### config.mk
export PLATFORM = sky130hd
export DESIGN_NAME = dual_split_decade_counter
export DESIGN_NICKNAME = d
export VERILOG_FILES = /design/src/rtl/dsdc_pkg.sv /design/src/rtl/dsdc_fall_sync.sv /design/src/rtl/dsdc_div5.sv /design/src/rtl/dsdc_half.sv /design/src/rtl/dual_split_decade_counter.sv
export SDC_FILE = /design/constraint.sdc
export NUM_CORES = 1
export LEC_CHECK = 0
export ABC_AREA = 1
export BUFFER_PORTS_ARGS = -buffer_cell sky130_fd_sc_hd__buf_2
export CAP_MARGIN = 40
export CORE_MARGIN = 3
export CORE_UTILIZATION = 52
export CTS_CLUSTER_DIAMETER = 200
export DETAILED_ROUTE_END_ITERATION = 16
export PLACE_DENSITY = 0.88
export SETUP_SLACK_MARGIN = 0.15
export SLEW_MARGIN = 30
export SYNTH_ARGS = -nofsm -noshare
export SYNTH_HDL_FRONTEND = slang
export SYNTH_SLANG_ARGS = --single-unit
### constraint.sdc
create_clock -name clk_i -period 1 [get_ports clk_i]
set_input_delay 0.2 -clock clk_i [delete_from_list [all_inputs] [get_ports clk_i]]
set_output_delay 0.2 -clock clk_i [all_outputs]
set_load 0.03 [all_outputs]
### src/rtl/dsdc_pkg.sv
package dsdc_pkg;
  typedef enum logic [1:0] {
    LINK_NONE = 2'd0,
    LINK_BCD  = 2'd1,
    LINK_BIQ  = 2'd2,
    LINK_RSV  = 2'd3
  } link_e;

  localparam int unsigned DIV5_W = 3;
  localparam int unsigned HALF_W = DIV5_W + 1;
endpackage

### src/rtl/dsdc_fall_sync.sv
module dsdc_fall_sync #(
  parameter int unsigned SYNC_STAGES = 2
) (
  input  logic clk_i,
  input  logic rst_ni,
  input  logic din_i,
  output logic fall_o
);
  localparam int unsigned LAST = SYNC_STAGES - 1;

  logic [SYNC_STAGES-1:0] sync_q;
  logic                   last_q;

  always_ff @(posedge clk_i or negedge rst_ni) begin
    if (!rst_ni) sync_q[0] <= 1'b0;
    else         sync_q[0] <= din_i;
  end

  for (genvar i = 1; i < SYNC_STAGES; i++) begin : g_chain
    always_ff @(posedge clk_i or negedge rst_ni) begin
      if (!rst_ni) sync_q[i] <= 1'b0;
      else         sync_q[i] <= sync_q[i-1];
    end
  end

  always_ff @(posedge clk_i or negedge rst_ni) begin
    if (!rst_ni) last_q <= 1'b0;
    else         last_q <= sync_q[LAST];
  end

  assign fall_o = last_q & ~sync_q[LAST];


  single_pulse_chk: assert property (@(posedge clk_i) disable iff (!rst_ni)
    fall_o |=> !fall_o);
endmodule

### src/rtl/dsdc_div5.sv
module dsdc_div5 (
  input  logic                          clk_i,
  input  logic                          rst_ni,
  input  logic                          clr_i,
  input  logic                          adv_i,
  output logic [dsdc_pkg::DIV5_W-1:0]   cnt_o
);
  import dsdc_pkg::*;

  logic [DIV5_W-1:0] cnt_q, cnt_nxt;

  always_comb begin
    case (cnt_q)
      3'd0:    cnt_nxt = 3'd1;
      3'd1:    cnt_nxt = 3'd2;
      3'd2:    cnt_nxt = 3'd3;
      3'd3:    cnt_nxt = 3'd4;
      default: cnt_nxt = 3'd0; // 4 wraps, 5..7 recover
    endcase
  end

  always_ff @(posedge clk_i or negedge rst_ni) begin
    if (!rst_ni)    cnt_q <= '0;
    else if (clr_i) cnt_q <= '0;
    else if (adv_i) cnt_q <= cnt_nxt;
  end

  assign cnt_o = cnt_q;


  wrap_only_chk: assert property (@(posedge clk_i) disable iff (!rst_ni)
    $fell(cnt_q[2]) |-> ($past(cnt_q) == 3'd4 || $past(clr_i)));


  step_chk: assert property (@(posedge clk_i) disable iff (!rst_ni)
    (adv_i && !clr_i) |=> (cnt_q != $past(cnt_q)));
endmodule

### src/rtl/dsdc_half.sv
module dsdc_half #(
  parameter int unsigned SYNC_STAGES = 2
) (
  input  logic                          clk_i,
  input  logic                          rst_ni,
  input  logic                          cnt2_i,
  input  logic                          cnt5_i,
  input  logic                          clr_i,
  input  dsdc_pkg::link_e               link_i,
  output logic [dsdc_pkg::HALF_W-1:0]   q_o
);
  import dsdc_pkg::*;

  logic              fall2_ext, fall5_ext;
  logic              q0_q, q0_last_q, q3_last_q;
  logic              fall_q0, fall_q3;
  logic              adv2, adv5;
  logic [DIV5_W-1:0] d5_cnt;

  dsdc_fall_sync #(.SYNC_STAGES(SYNC_STAGES)) u_sync2 (
    .clk_i(clk_i), .rst_ni(rst_ni), .din_i(cnt2_i), .fall_o(fall2_ext)
  );

  dsdc_fall_sync #(.SYNC_STAGES(SYNC_STAGES)) u_sync5 (
    .clk_i(clk_i), .rst_ni(rst_ni), .din_i(cnt5_i), .fall_o(fall5_ext)
  );

  // cascade taps: same falling-edge rule as the external inputs
  assign fall_q0 = q0_last_q & ~q0_q;
  assign fall_q3 = q3_last_q & ~d5_cnt[2];

  assign adv2 = (link_i == LINK_BIQ) ? fall_q3 : fall2_ext;
  assign adv5 = (link_i == LINK_BCD) ? fall_q0 : fall5_ext;

  always_ff @(posedge clk_i or negedge rst_ni) begin
    if (!rst_ni) begin
      q0_q      <= 1'b0;
      q0_last_q <= 1'b0;
      q3_last_q <= 1'b0;
    end else if (clr_i) begin
      q0_q      <= 1'b0;
      q0_last_q <= 1'b0;
      q3_last_q <= 1'b0;
    end else begin
      if (adv2) q0_q <= ~q0_q;
      q0_last_q <= q0_q;
      q3_last_q <= d5_cnt[2];
    end
  end

  dsdc_div5 u_div5 (
    .clk_i(clk_i), .rst_ni(rst_ni), .clr_i(clr_i), .adv_i(adv5), .cnt_o(d5_cnt)
  );

  assign q_o = {d5_cnt, q0_q};


  clr_zero_chk: assert property (@(posedge clk_i) disable iff (!rst_ni)
    clr_i |=> (q_o == '0));


  q0_toggle_chk: assert property (@(posedge clk_i) disable iff (!rst_ni)
    !$stable(q0_q) |-> $past(adv2 || clr_i));
endmodule

### src/rtl/dual_split_decade_counter.sv
module dual_split_decade_counter #(
  parameter int unsigned NUM_HALVES  = 2,
  parameter int unsigned SYNC_STAGES = 2
) (
  input  logic                    clk_i,
  input  logic                    rst_ni,
  input  logic [NUM_HALVES-1:0]   cnt2_i,
  input  logic [NUM_HALVES-1:0]   cnt5_i,
  input  logic [NUM_HALVES-1:0]   clr_i,
  input  logic [2*NUM_HALVES-1:0] link_i,
  output logic [4*NUM_HALVES-1:0] q_o
);
  import dsdc_pkg::*;

  localparam int unsigned LW = 2;

  for (genvar g = 0; g < NUM_HALVES; g++) begin : g_half
    dsdc_half #(.SYNC_STAGES(SYNC_STAGES)) u_half (
      .clk_i (clk_i),
      .rst_ni(rst_ni),
      .cnt2_i(cnt2_i[g]),
      .cnt5_i(cnt5_i[g]),
      .clr_i (clr_i[g]),
      .link_i(link_e'(link_i[LW*g +: LW])),
      .q_o   (q_o[HALF_W*g +: HALF_W])
    );
  end
endmodule

==> metrics.csv, run 1 <==
stage,metric,value,unit
power,NetSw,479,uW
synth,register area share after synthesis,57.3,%
global_routing,first-pass GRT wire length,3750,um
timing,period utilization,108,%
worst_setup_path,worst reg2reg setup slack,-0.02,ns
worst_hold_path,Hold Startpoint,clr_i[1],
worst_hold_path,hold path endpoint,g_half[1].u_half.q0_last_q,
cells_and_area,post-route cell area,1470,um^2
timing,"Setup violations, final",12,
synth,synthesized area per cell,9.20,um^2
placed_design,pre-CTS setup slack,0.0782,ns
clock_network,CTS tree,built,
worst_setup_path,critical path required time,0.80,ns
timing,setup tns final,-0.596,ns
placed_design,placed cells,157,
power,switch share,25.3,%
detailed_routing,final WL,2100,um
worst_setup_path,worst r2r src,g_half[1].u_half.u_div5.cnt_o[2],
detailed_routing,vias after detailed routing,872,
floorplanning,Site Rows,15,
synth,Cell variety after synth,13,
timing,min Tclk post-route,1.08,ns
placed_design,Routability Congestion,0.743,
synth,synth top area cells,"dfrtp_1 (57%), nand2_1 (10%), nand3_1 (4.8%)",
timing,Fin Clk Skew,0.00147,ns
clock_network,clock root buffer,clkbuf_4,
synth,Synth top area share,57.3,%
detailed_routing,drt pass-1 iters,4,
timing,RSZ-0062 raised after global routing,true,
worst_setup_path,Buf/Inv on CP,1,
cells_and_area,layout cells sized above 1,43.0,%
clock_network,Sink Count,24,
synth,Yosys reg bits,24,
global_routing,Total GRT Usage,19.2,%
power,Comb pwr share,19.3,%
detailed_routing,Routed Antenna Nets,0,
cells_and_area,fin nets,164,
worst_setup_path,worst-case reg-to-reg path depth,7,
clock_network,H-tree depth,1,
floorplanning,Die W,50.9,um
timing,f_max,925,MHz
worst_setup_path,Max stage delay on crit path,0.44,ns
worst_setup_path,Worst path top cell family by delay,flip-flops,
cells_and_area,"Area growth, synth to finish",40.6,%
placed_design,IO buf count,19,
worst_setup_path,"Slowest-stage cell, CP",dfrtp_2,
detailed_routing,drc violations,0,
floorplanning,die area,2590,um^2
global_routing,vias in the first global route,907,
detailed_routing,post-DR vias/cell,4.95,
power,Pwr Density,1280,nW/um^2
worst_hold_path,Worst Hold Class,input pin to flop,
clock_network,Num CTS Buffers,3,
global_routing,initial antenna violation count,0,
cells_and_area,Layout Cells excl Fill,176,
status,status,finished with violations,
cells_and_area,"most common cell after layout, fill and taps aside",nand2_1,
worst_setup_path,"Max FO, Critical Path",2,
worst_setup_path,CP Cell Sequence,buf_6,
timing,Final Max Slew Viols,0,
power,Internal Power,1.41,mW
floorplanning,die height,50.9,um
synth,Mapped Area,1050,um^2
detailed_routing,Initial DRC Count,14,
worst_setup_path,Setup Crit Path Kind,flop to output port,
cells_and_area,Ant. Diodes,0,
global_routing,Overflow after GRT,0,
detailed_routing,routed len/inst,11.9,um
worst_hold_path,Hold Path Cell Cnt,2,
clock_network,clock latency on the worst-skew pair,0.30,ns
synth,synthesized instance count,114,
power,Seq pwr share,55.3,%
floorplanning,Starting Density,57.6,%
global_routing,largest net degree at the start of global routing,25,
power,VDD IR max,0.00120,V
power,LEAKAGE,0.772,nW
timing,Slew HR,80.8,%
worst_setup_path,crit path launch type,flop,
synth,post-synth top area cell,dfrtp_1,
clock_network,Clock Tree Buf Depth,2,
status,failing checks,setup timing,
worst_setup_path,Critical Path End Type,output port,
job,max cap viols,0,
power,Pwr Total,1.89,mW
synth,syn nets,126,
placed_design,dpl hpwl,1310,um
floorplanning,IO Pins,20,
synth,synth warn,0,
timing,final worst slack,-0.0812,ns
worst_setup_path,CP arrival,0.88,ns
timing,"Hold Vio Cnt, Final",0,
clock_network,"CTS clk-pin slew, worst paths",0.12,ns
cells_and_area,most frequent cells in the layout,"nand2_1 (28), dfrtp_1 (18), buf_6 (14)",
floorplanning,core area,1820,um^2
placed_design,Post-DP Area,1170,um^2
worst_setup_path,Worst R2R End,g_half[1].u_half.q0_q,
power,Clock power frac,25.4,%
timing,Worst-Margin Slew,0.288,ns
worst max-delay path by stage:
stage,from,end,slack (ns),cells after the start
final,g_half[0].u_half.u_div5.cnt_o[0],q_o[1],-0.08,1
after global routing,g_half[0].u_half.u_div5.cnt_o[1],q_o[2],-0.13,1
after CTS,g_half[1].u_half.u_div5.cnt_o[0],q_o[5],-0.08,1
after detailed placement,g_half[1].u_half.q0_q,g_half[1].u_half.u_div5.cnt_o[1],0.08,5
after global placement,g_half[1].u_half.q0_q,g_half[1].u_half.u_div5.cnt_o[1],0.10,5
after floorplan,g_half[1].u_half.u_div5.cnt_o[2],g_half[1].u_half.q0_q,0.06,6
state kept, by name (all words and copies together), names as in the netlist:
signal	count
g_half.u_half.q0_q	2
g_half.u_half.u_div5.cnt_o	6
g_half.u_half.u_sync2.sync_q	4
g_half.u_half.u_sync5.sync_q	4
g_half.u_half.u_sync2.last_q	2
g_half.u_half.q0_last_q	2
g_half.u_half.q3_last_q	2
g_half.u_half.u_sync5.last_q	2
final cells by class:
type	count	area, um^2
Inverter	18	103
Timing Repair Buffer	35	300
Multi-Input combinational cell	70	395
Sequential cell	24	608
Clock buffer	4	36.3
Fill cell	126	347
Tap cell	25	31.3
per-layer routing:
metal  vias up  GRT usage, %  part of all wire [%]  routed length (um)
met5         -             0                     0                   0
met4         0          5.83                  0.71                  15
met3         2          3.50                   4.4                  93
met2        27          33.3                    51                1080
met1       416          24.4                    43                 911
li1        427             -                     -                   -
power by group through the flow:
stage               clock network [mW]  logic [mW]  registers, mW
finish                           0.479       0.365           1.05
global route                     0.553       0.399           1.05
CTS                              0.506       0.338           1.04
detailed placement                   0       0.230           1.07
global placement                     0       0.223           1.07
floorplan                            0       0.140           1.08
kinds of logic (layout without fill, tap and decap cells):
| kind of cell | after synthesis | after routing | synth area share (%) |
|---|---|---|---|
| buffers and inverters | 20 | 57 | 10.5 |
| AND/OR/NAND/NOR | 70 | 70 | 32.2 |
| flip-flops | 24 | 24 | 57.3 |
metrics by stage:
| step | util [%] | hold slack, ns |
|---|---|---|
| final | 81.0 | 0.0647 |
| after global routing | 81.0 | 0.0437 |
| after CTS | 79.0 | 0.0477 |
| after detailed placement | 64.5 | 0.193 |
| after global placement | 64.5 | 0.190 |
| after floorplan | - | -0.0956 |
cell usage after synthesis (all sizes together):
cell type and count:
buf 2, dfrtp 24, nand4 8, bufinv 2, nand2 34, nor2 16
nand3 10, inv 16, nand3b 2
what timing repair did:
action / in CTS / in global routing
setup endpoints to repair: 16 / 18
setup buffers: 10 / 0
hold buffers: 5 / 0
pin swaps: 11 / 4
resized for setup: 31 / 9
endpoints found under the hold margin: 28 / 0
No activity file was read; power rests on OpenSTA's default activity.
==> run 2: changes to the inputs <==
Settings changed: BUFFER_PORTS_ARGS -buffer_cell sky130_fd_sc_hd__buf_2 to -buffer_cell sky130_fd_sc_hd__buf_4, CORE_UTILIZATION 52 to 56, CTS_BUF_LIST set to sky130_fd_sc_hd__clkbuf_8, PLACE_DENSITY 0.88 to 0.93.
==> run 2 against run 1 <==
Against the previous run:
- combinational power is 2% lower
- design area grew 1.4%
- setup slack got worse by 0.0032 ns
- maximum frequency fell by 0.29%
- the run still ends with setup timing left
==> metrics.csv, run 2 (synthesized netlist as in run 1, its figures left out) <==
stage,metric,value,unit
status,status,finished with violations,
status,failing checks,setup timing,
worst_setup_path,crit path launch type,flop,
global_routing,first-pass GRT wire length,4160,um
floorplanning,Die W,49.3,um
worst_setup_path,Worst R2R End,g_half[0].u_half.u_div5.cnt_o[1],
timing,Final Max Slew Viols,0,
floorplanning,core area,1750,um^2
worst_setup_path,Worst Setup EP,g_half[0].u_half.u_div5.cnt_o[1],
clock_network,CTS tree,built,
detailed_routing,drt pass-1 iters,4,
power,Pwr Total,1.95,mW
detailed_routing,Initial DRC Count,42,
detailed_routing,post-DR vias/cell,5.51,
timing,f_max,922,MHz
placed_design,dpl hpwl,1330,um
cells_and_area,number of flip-flops in the largest register,6,
detailed_routing,drc violations,0,
worst_setup_path,Critical Path End Type,flop,
timing,"Setup violations, final",14,
worst_setup_path,critical path required time,1.20,ns
worst_setup_path,worst reg2reg setup slack,-0.08,ns
timing,"Hold Vio Cnt, Final",0,
cells_and_area,"Area growth, synth to finish",42.5,%
placed_design,Routability Congestion,0.822,
clock_network,"CTS clk-pin slew, worst paths",0.08,ns
floorplanning,Starting Density,60.1,%
power,LEAKAGE,0.765,nW
cells_and_area,layout cells sized above 1,48.3,%
clock_network,clock root buffer,clkbuf_8,
floorplanning,Site Rows,15,
worst_setup_path,"Max FO, Critical Path",5,
detailed_routing,Routed Antenna Nets,0,
floorplanning,die height,49.3,um
global_routing,Overflow after GRT,0,
power,VDD IR max,0.00103,V
job,max cap viols,0,
detailed_routing,final WL,2970,um
worst_setup_path,worst-case reg-to-reg path depth,5,
global_routing,Total GRT Usage,22.3,%
detailed_routing,routed len/inst,17.1,um
timing,min Tclk post-route,1.08,ns
floorplanning,die area,2430,um^2
cells_and_area,final core occ,85.6,%
worst_setup_path,Setup Crit Path Kind,flop to flop,
worst_setup_path,CP arrival,1.28,ns
cells_and_area,most frequent cells in the layout,"nand2_1 (22), buf_4 (19), dfrtp_1 (18)",
global_routing,vias in the first global route,944,
global_routing,initial antenna violation count,0,
clock_network,Num CTS Buffers,3,
worst_setup_path,launch point of the critical path,g_half[0].u_half.u_div5.cnt_o[0],
cells_and_area,fin nets,163,
timing,final worst slack,-0.0844,ns
cells_and_area,sequential cell area,608,um^2
worst_setup_path,worst r2r src,g_half[0].u_half.u_div5.cnt_o[0],
detailed_routing,vias after detailed routing,958,
cells_and_area,fillcell total,89,
cells_and_area,Multi-input gate area,398,um^2
timing,period utilization,108,%
cells_and_area,Ant. Diodes,0,
power,Pwr Density,1310,nW/um^2
timing,Worst-Margin Slew,0.320,ns
clock_network,clock latency on the worst-skew pair,0.26,ns
placed_design,IO buf count,19,
clock_network,Sink Count,24,
timing,Fin Clk Skew,0.000985,ns
global_routing,largest net degree at the start of global routing,25,
clock_network,H-tree depth,1,
cells_and_area,"most common cell after layout, fill and taps aside",nand2_1,
worst_hold_path,Worst Hold Class,input pin to flop,
timing,Slew HR,78.7,%
floorplanning,IO Pins,20,
clock_network,Clock Tree Buf Depth,2,
timing,RSZ-0062 raised after global routing,true,
-- run 2: worst min path at each step --
| stage | endpoint | start | cells after the start |
|---|---|---|---|
| after global placement | g_half[1].u_half.q3_last_q | rst_ni | 1 |
| final | g_half[0].u_half.u_sync5.sync_q[0] | cnt5_i[0] | 1 |
| after global routing | g_half[0].u_half.u_sync5.sync_q[0] | cnt5_i[0] | 1 |
| after detailed placement | g_half[1].u_half.q3_last_q | rst_ni | 1 |
| after floorplan | g_half[0].u_half.q0_last_q | rst_ni | 0 |
| after CTS | g_half[1].u_half.u_sync2.sync_q[0] | cnt2_i[1] | 1 |
-- run 2: area by class of cell --
type / instances / share of cell area, %
inverters: 18 / 7.04
flip-flops and latches: 24 / 40.7
clock buffers: 3 / 2.76
multi-input cells: 70 / 26.6
repair buffers: 34 / 20.8
well taps: 25 / 2.09
-- run 2: metal layers --
metal  wire length, um  GRT usage, %  part of all wire (%)  vias to the layer above
met5                 0             0                     0                        -
met4                68          10.4                   2.3                        0
met3               194         0.917                   6.5                        8
met2              1570          39.5                    53                       65
met1              1130          27.7                    38                      465
li1                  -             -                     -                      420
-- run 2: report_power, final --
group	leakage, nW	switching (mW)	internal, mW
Sequential	0.294	0.0309	1.02
Combinational	0.449	0.201	0.156
Clock	0.0216	0.280	0.269
Total	0.765	0.511	1.44
-- run 2: timing repair --
action,4_1_cts,5_1_grt
pin swaps,11,12
endpoints found under the hold margin,24,0
setup endpoints to repair,16,17
resized for setup,18,17
setup buffers,11,3
hold buffers,1,0
-- run 2: worst max-delay path, cell delays in order (launching register included) --
cell      delay, ns
dfrtp_2        0.43
buf_6          0.14
nand3b_1       0.19
nand2_1        0.11
nand3_1        0.08
nand2_1        0.07
-- run 2: stage by stage --
stage          setup WS (ns)  setup TNS, ns  hold WS, ns  std cells  cell area, um^2
3_3_place_gp          0.0932              0        0.107        156             1210
2_1_floorplan         0.0608              0      -0.0956        114             1060
5_1_grt               -0.132         -0.851       0.0387        174             1490
4_1_cts              -0.0206         -0.148       0.0358        171             1410
3_5_place_dp          0.0695              0        0.112        156             1210
6_report             -0.0844         -0.413       0.0425        174             1490
==> run 3: changes to the inputs <==
Settings changed: BUFFER_PORTS_ARGS -buffer_cell sky130_fd_sc_hd__buf_4 to not set, CORE_UTILIZATION 56 to 64, DONT_BUFFER_PORTS set to 1, PLACE_DENSITY 0.93 to 0.92.
==> run 3 against run 2 <==
Against the previous run:
- the run now fails in global routing (5_1_grt)
- synthesized cell count unchanged
- synthesized area unchanged
==> metrics.csv, run 3 <==
stage,metric,value,unit
status,status,aborted with a tool error,
status,Fail Step,global routing (5_1_grt),
status,stop err,"[ERROR DPL-0038] Utilization greater than 100%, impossible to legalize",
synth,Cell variety after synth,13,
placed_design,IO buf count,0,
placed_design,Post-DP Area,1120,um^2
synth,most frequent cell after synthesis,nand2_1,
synth,synthesized instance count,114,
clock_network,Sink Count,24,
floorplanning,die height,46.5,um
clock_network,Num CTS Buffers,3,
timing,WEP type,register input,
placed_design,dpl hpwl,1490,um
floorplanning,Site Rows,13,
clock_network,H-tree depth,1,
synth,post-synthesis async set-or-reset flop share,100,%
synth,synth warn,0,
synth,Mapped Area,1050,um^2
placed_design,Routability Congestion,0.789,
floorplanning,Die W,46.5,um
placed_design,placed cells,135,
synth,Yosys reg bits,24,
timing,grt repair worst endpoint,g_half[0].u_half.u_div5.cnt_o[1]$_DFFE_PN0P_/D,
synth,Most used DFF post-synth,dfrtp_1,
synth,register area share after synthesis,57.3,%
synth,Synth top area share,57.3,%
clock_network,Clock Tree Buf Depth,2,
floorplanning,Starting Density,74.1,%
synth,syn nets,126,
global_routing,largest net degree at the start of global routing,25,
synth,synthesized area per cell,9.20,um^2
synth,post-synth top area cell,dfrtp_1,
synth,Post-synth EDFFs,0,
synth,synth top area cells,"dfrtp_1 (57%), nand2_1 (10%), nand3_1 (4.8%)",
floorplanning,IO Pins,20,
clock_network,clock root buffer,clkbuf_8,
synth,"top cells by count, synth","nand2_1 (28), dfrtp_1 (24), inv_1 (12), nor2_1 (12), nand3_1 (10)",
## run 3: cell counts after synthesis
Identical to the previous run, type by type.
## run 3: metrics by stage
step,utilization (%),worst slack (ns)
CTS,98.6,-0.0684
global placement,79.1,0.0807
detailed placement,79.1,0.0373
floorplan,-,0.0608
## run 3: logic make-up after synthesis
logic type,Yosys count,synth area share [%]
and+or+nand+nor,70,32.2
DFF,24,57.3
buffers and inverters,20,10.5
## run 3: repair_timing
item	4_1_cts
hold buffers	6
buffers inserted	11
resized for setup	24
pin swaps	21
endpoints found under the setup margin	16
hold endpoints to repair	32
==> run 4: changes to the inputs <==
Settings changed: CORE_AREA set to 3 3 64 66, CORE_MARGIN 3 to not set, CORE_UTILIZATION 64 to not set, CTS_BUF_LIST sky130_fd_sc_hd__clkbuf_8 to not set, CTS_CLUSTER_DIAMETER 200 to not set, DIE_AREA set to 0 0 67 69, PLACE_DENSITY 0.92 to not set, PLACE_DENSITY_LB_ADDON set to 0.15, SETUP_SLACK_MARGIN 0.15 to not set.
==> run 4 against run 3 <==
Against the previous run:
- the flow now finishes, with violations (setup timing)
==> metrics.csv, run 4 (synthesized netlist as in run 1, its figures left out) <==
stage,metric,value,unit
worst_setup_path,worst reg2reg setup slack,0.02,ns
timing,Slew HR,89.9,%
clock_network,CTS tree,built,
cells_and_area,fillcell total,357,
cells_and_area,fin nets,154,
clock_network,Clock Tree Buf Depth,2,
global_routing,Overflow after GRT,0,
clock_network,H-tree depth,1,
timing,WHS,0.191,ns
status,status,finished with violations,
worst_setup_path,worst r2r src,g_half[1].u_half.u_div5.cnt_o[2],
floorplanning,Site Rows,22,
worst_setup_path,Setup Crit Path Kind,flop to output port,
worst_setup_path,crit path launch type,flop,
worst_hold_path,Hold Path Cell Cnt,4,
global_routing,initial antenna violation count,0,
job,max cap viols,0,
detailed_routing,Initial DRC Count,44,
power,VDD IR max,0.000655,V
timing,RSZ-0062 raised after global routing,true,
worst_setup_path,Critical Path End Type,output port,
timing,min Tclk post-route,1.06,ns
global_routing,largest net degree at the start of global routing,25,
worst_setup_path,"Max FO, Critical Path",5,
floorplanning,Die W,67,um
placed_design,pre-CTS setup slack,0.0868,ns
status,failing checks,setup timing,
worst_setup_path,CP arrival,0.86,ns
worst_setup_path,worst-case reg-to-reg path depth,7,
global_routing,vias in the first global route,824,
global_routing,Total GRT Usage,10.0,%
detailed_routing,vias after detailed routing,781,
cells_and_area,Multi-input gate area,345,um^2
worst_hold_path,Worst Hold Class,input pin to flop,
placed_design,IO buf count,0,
cells_and_area,layout cells sized above 1,31.2,%
worst_setup_path,Max stage delay on crit path,0.45,ns
worst_setup_path,"Slowest-stage cell, CP",dfrtp_2,
cells_and_area,Ant. Diodes,0,
timing,period utilization,106,%
cells_and_area,sequential cell area,604,um^2
floorplanning,die area,4620,um^2
timing,Fin Clk Skew,0.00781,ns
detailed_routing,routed len/inst,10.3,um
placed_design,placed cells,171,
clock_network,"CTS clk-pin slew, worst paths",0.09,ns
worst_hold_path,hold path endpoint,g_half[1].u_half.q0_q,
placed_design,Routability Congestion,0.797,
worst_setup_path,CP Cell Sequence,buf_12,
clock_network,Num CTS Buffers,3,
cells_and_area,post-route cell area,1450,um^2
floorplanning,IO Pins,20,
cells_and_area,"Area growth, synth to finish",38.2,%
floorplanning,core area,3630,um^2
placed_design,dpl hpwl,1350,um
timing,f_max,940,MHz
worst_setup_path,Worst path top cell family by delay,flip-flops,
placed_design,Post-DP Area,1190,um^2
detailed_routing,Routed Antenna Nets,0,
clock_network,Sink Count,24,
power,LEAKAGE,0.729,nW
timing,"Setup violations, final",8,
clock_network,clock root buffer,clkbuf_8,
cells_and_area,number of flip-flops in the largest register,6,
timing,Final Max Slew Viols,0,
floorplanning,die height,69,um
detailed_routing,post-DR vias/cell,4.13,
clock_network,clock latency on the worst-skew pair,0.26,ns
cells_and_area,"most common cell after layout, fill and taps aside",nand2_1,
worst_setup_path,critical path required time,0.80,ns
cells_and_area,Layout Cells excl Fill,189,
worst_hold_path,Hold Startpoint,link_i[3],
power,Pwr Density,1500,nW/um^2
global_routing,first-pass GRT wire length,3590,um
detailed_routing,final WL,1950,um
cells_and_area,most frequent cells in the layout,"nand2_1 (28), dfrtp_1 (21), inv_1 (12)",
timing,Worst-Margin Slew,0.152,ns
floorplanning,Starting Density,28.9,%
worst_setup_path,Worst R2R End,g_half[1].u_half.q0_q,
detailed_routing,drc violations,0,
timing,final worst slack,-0.0635,ns
detailed_routing,drt pass-1 iters,4,
worst_setup_path,Buf/Inv on CP,1,
timing,"Hold Vio Cnt, Final",0,
[run 4: final cells by class]
type                    count  share of cell area, %
repair buffers             25                   18.5
well taps                  48                   4.15
clock inverters             1                   2.07
multi-input cells          70                   23.8
inverters                  18                   6.91
flip-flops and latches     24                   41.7
clock buffers               3                   2.85
[run 4: what timing repair did]
action,CTS,global route
endpoints found under the setup margin,8,16
gates resized for setup,11,6
endpoints found under the hold margin,32,0
pin swaps,0,11
hold buffers,8,0
buffers inserted,8,1
[run 4: worst max-delay path by stage]
stage                                      from                    end  slack (ns)  cells past startpoint
2_1_floorplan  g_half[0].u_half.u_div5.cnt_o[2]  g_half[0].u_half.q0_q       0.003                      6
3_3_place_gp   g_half[0].u_half.u_div5.cnt_o[2]  g_half[0].u_half.q0_q        0.09                      6
3_5_place_dp   g_half[1].u_half.u_div5.cnt_o[2]  g_half[1].u_half.q0_q        0.09                      6
4_1_cts        g_half[0].u_half.u_div5.cnt_o[2]                 q_o[3]       -0.08                      1
5_1_grt        g_half[0].u_half.u_div5.cnt_o[2]                 q_o[3]       -0.09                      1
6_report       g_half[0].u_half.u_div5.cnt_o[2]                 q_o[3]       -0.06                      1
[run 4: report_power, final]
group,internal [mW],total (mW),leakage [nW],switching (mW)
Clock,0.535,0.838,0.0357,0.304
Combinational,0.145,0.297,0.395,0.152
Sequential,1.02,1.04,0.299,0.0280
[run 4: per-stage QoR]
stage / power (mW) / TNS, ns / util (%)
2_1_floorplan: 1.22 / 0 / -
3_3_place_gp: 1.27 / 0 / 32.7
3_5_place_dp: 1.27 / 0 / 32.7
4_1_cts: 2.21 / -0.322 / 39.2
5_1_grt: 2.30 / -0.754 / 39.9
6_report: 2.18 / -0.249 / 39.9
[run 4: layer usage]
metal | track usage [%] | wire length [um] | vias to the layer above
met5 | 0 | 0 | -
met4 | 4.28 | 16 | 0
met3 | 2.12 | 82 | 2
met2 | 15.8 | 998 | 13
met1 | 13.0 | 850 | 360
li1 | - | - | 406
[run 4: worst register-to-register path, cell delays in order, from the launching register on]
cell	delay, ns
dfrtp_2	0.42
buf_6	0.13
inv_6	0.06
nand2_1	0.04
nand2_1	0.07
nand2_1	0.06
nand3_1	0.06
nand2_1	0.05
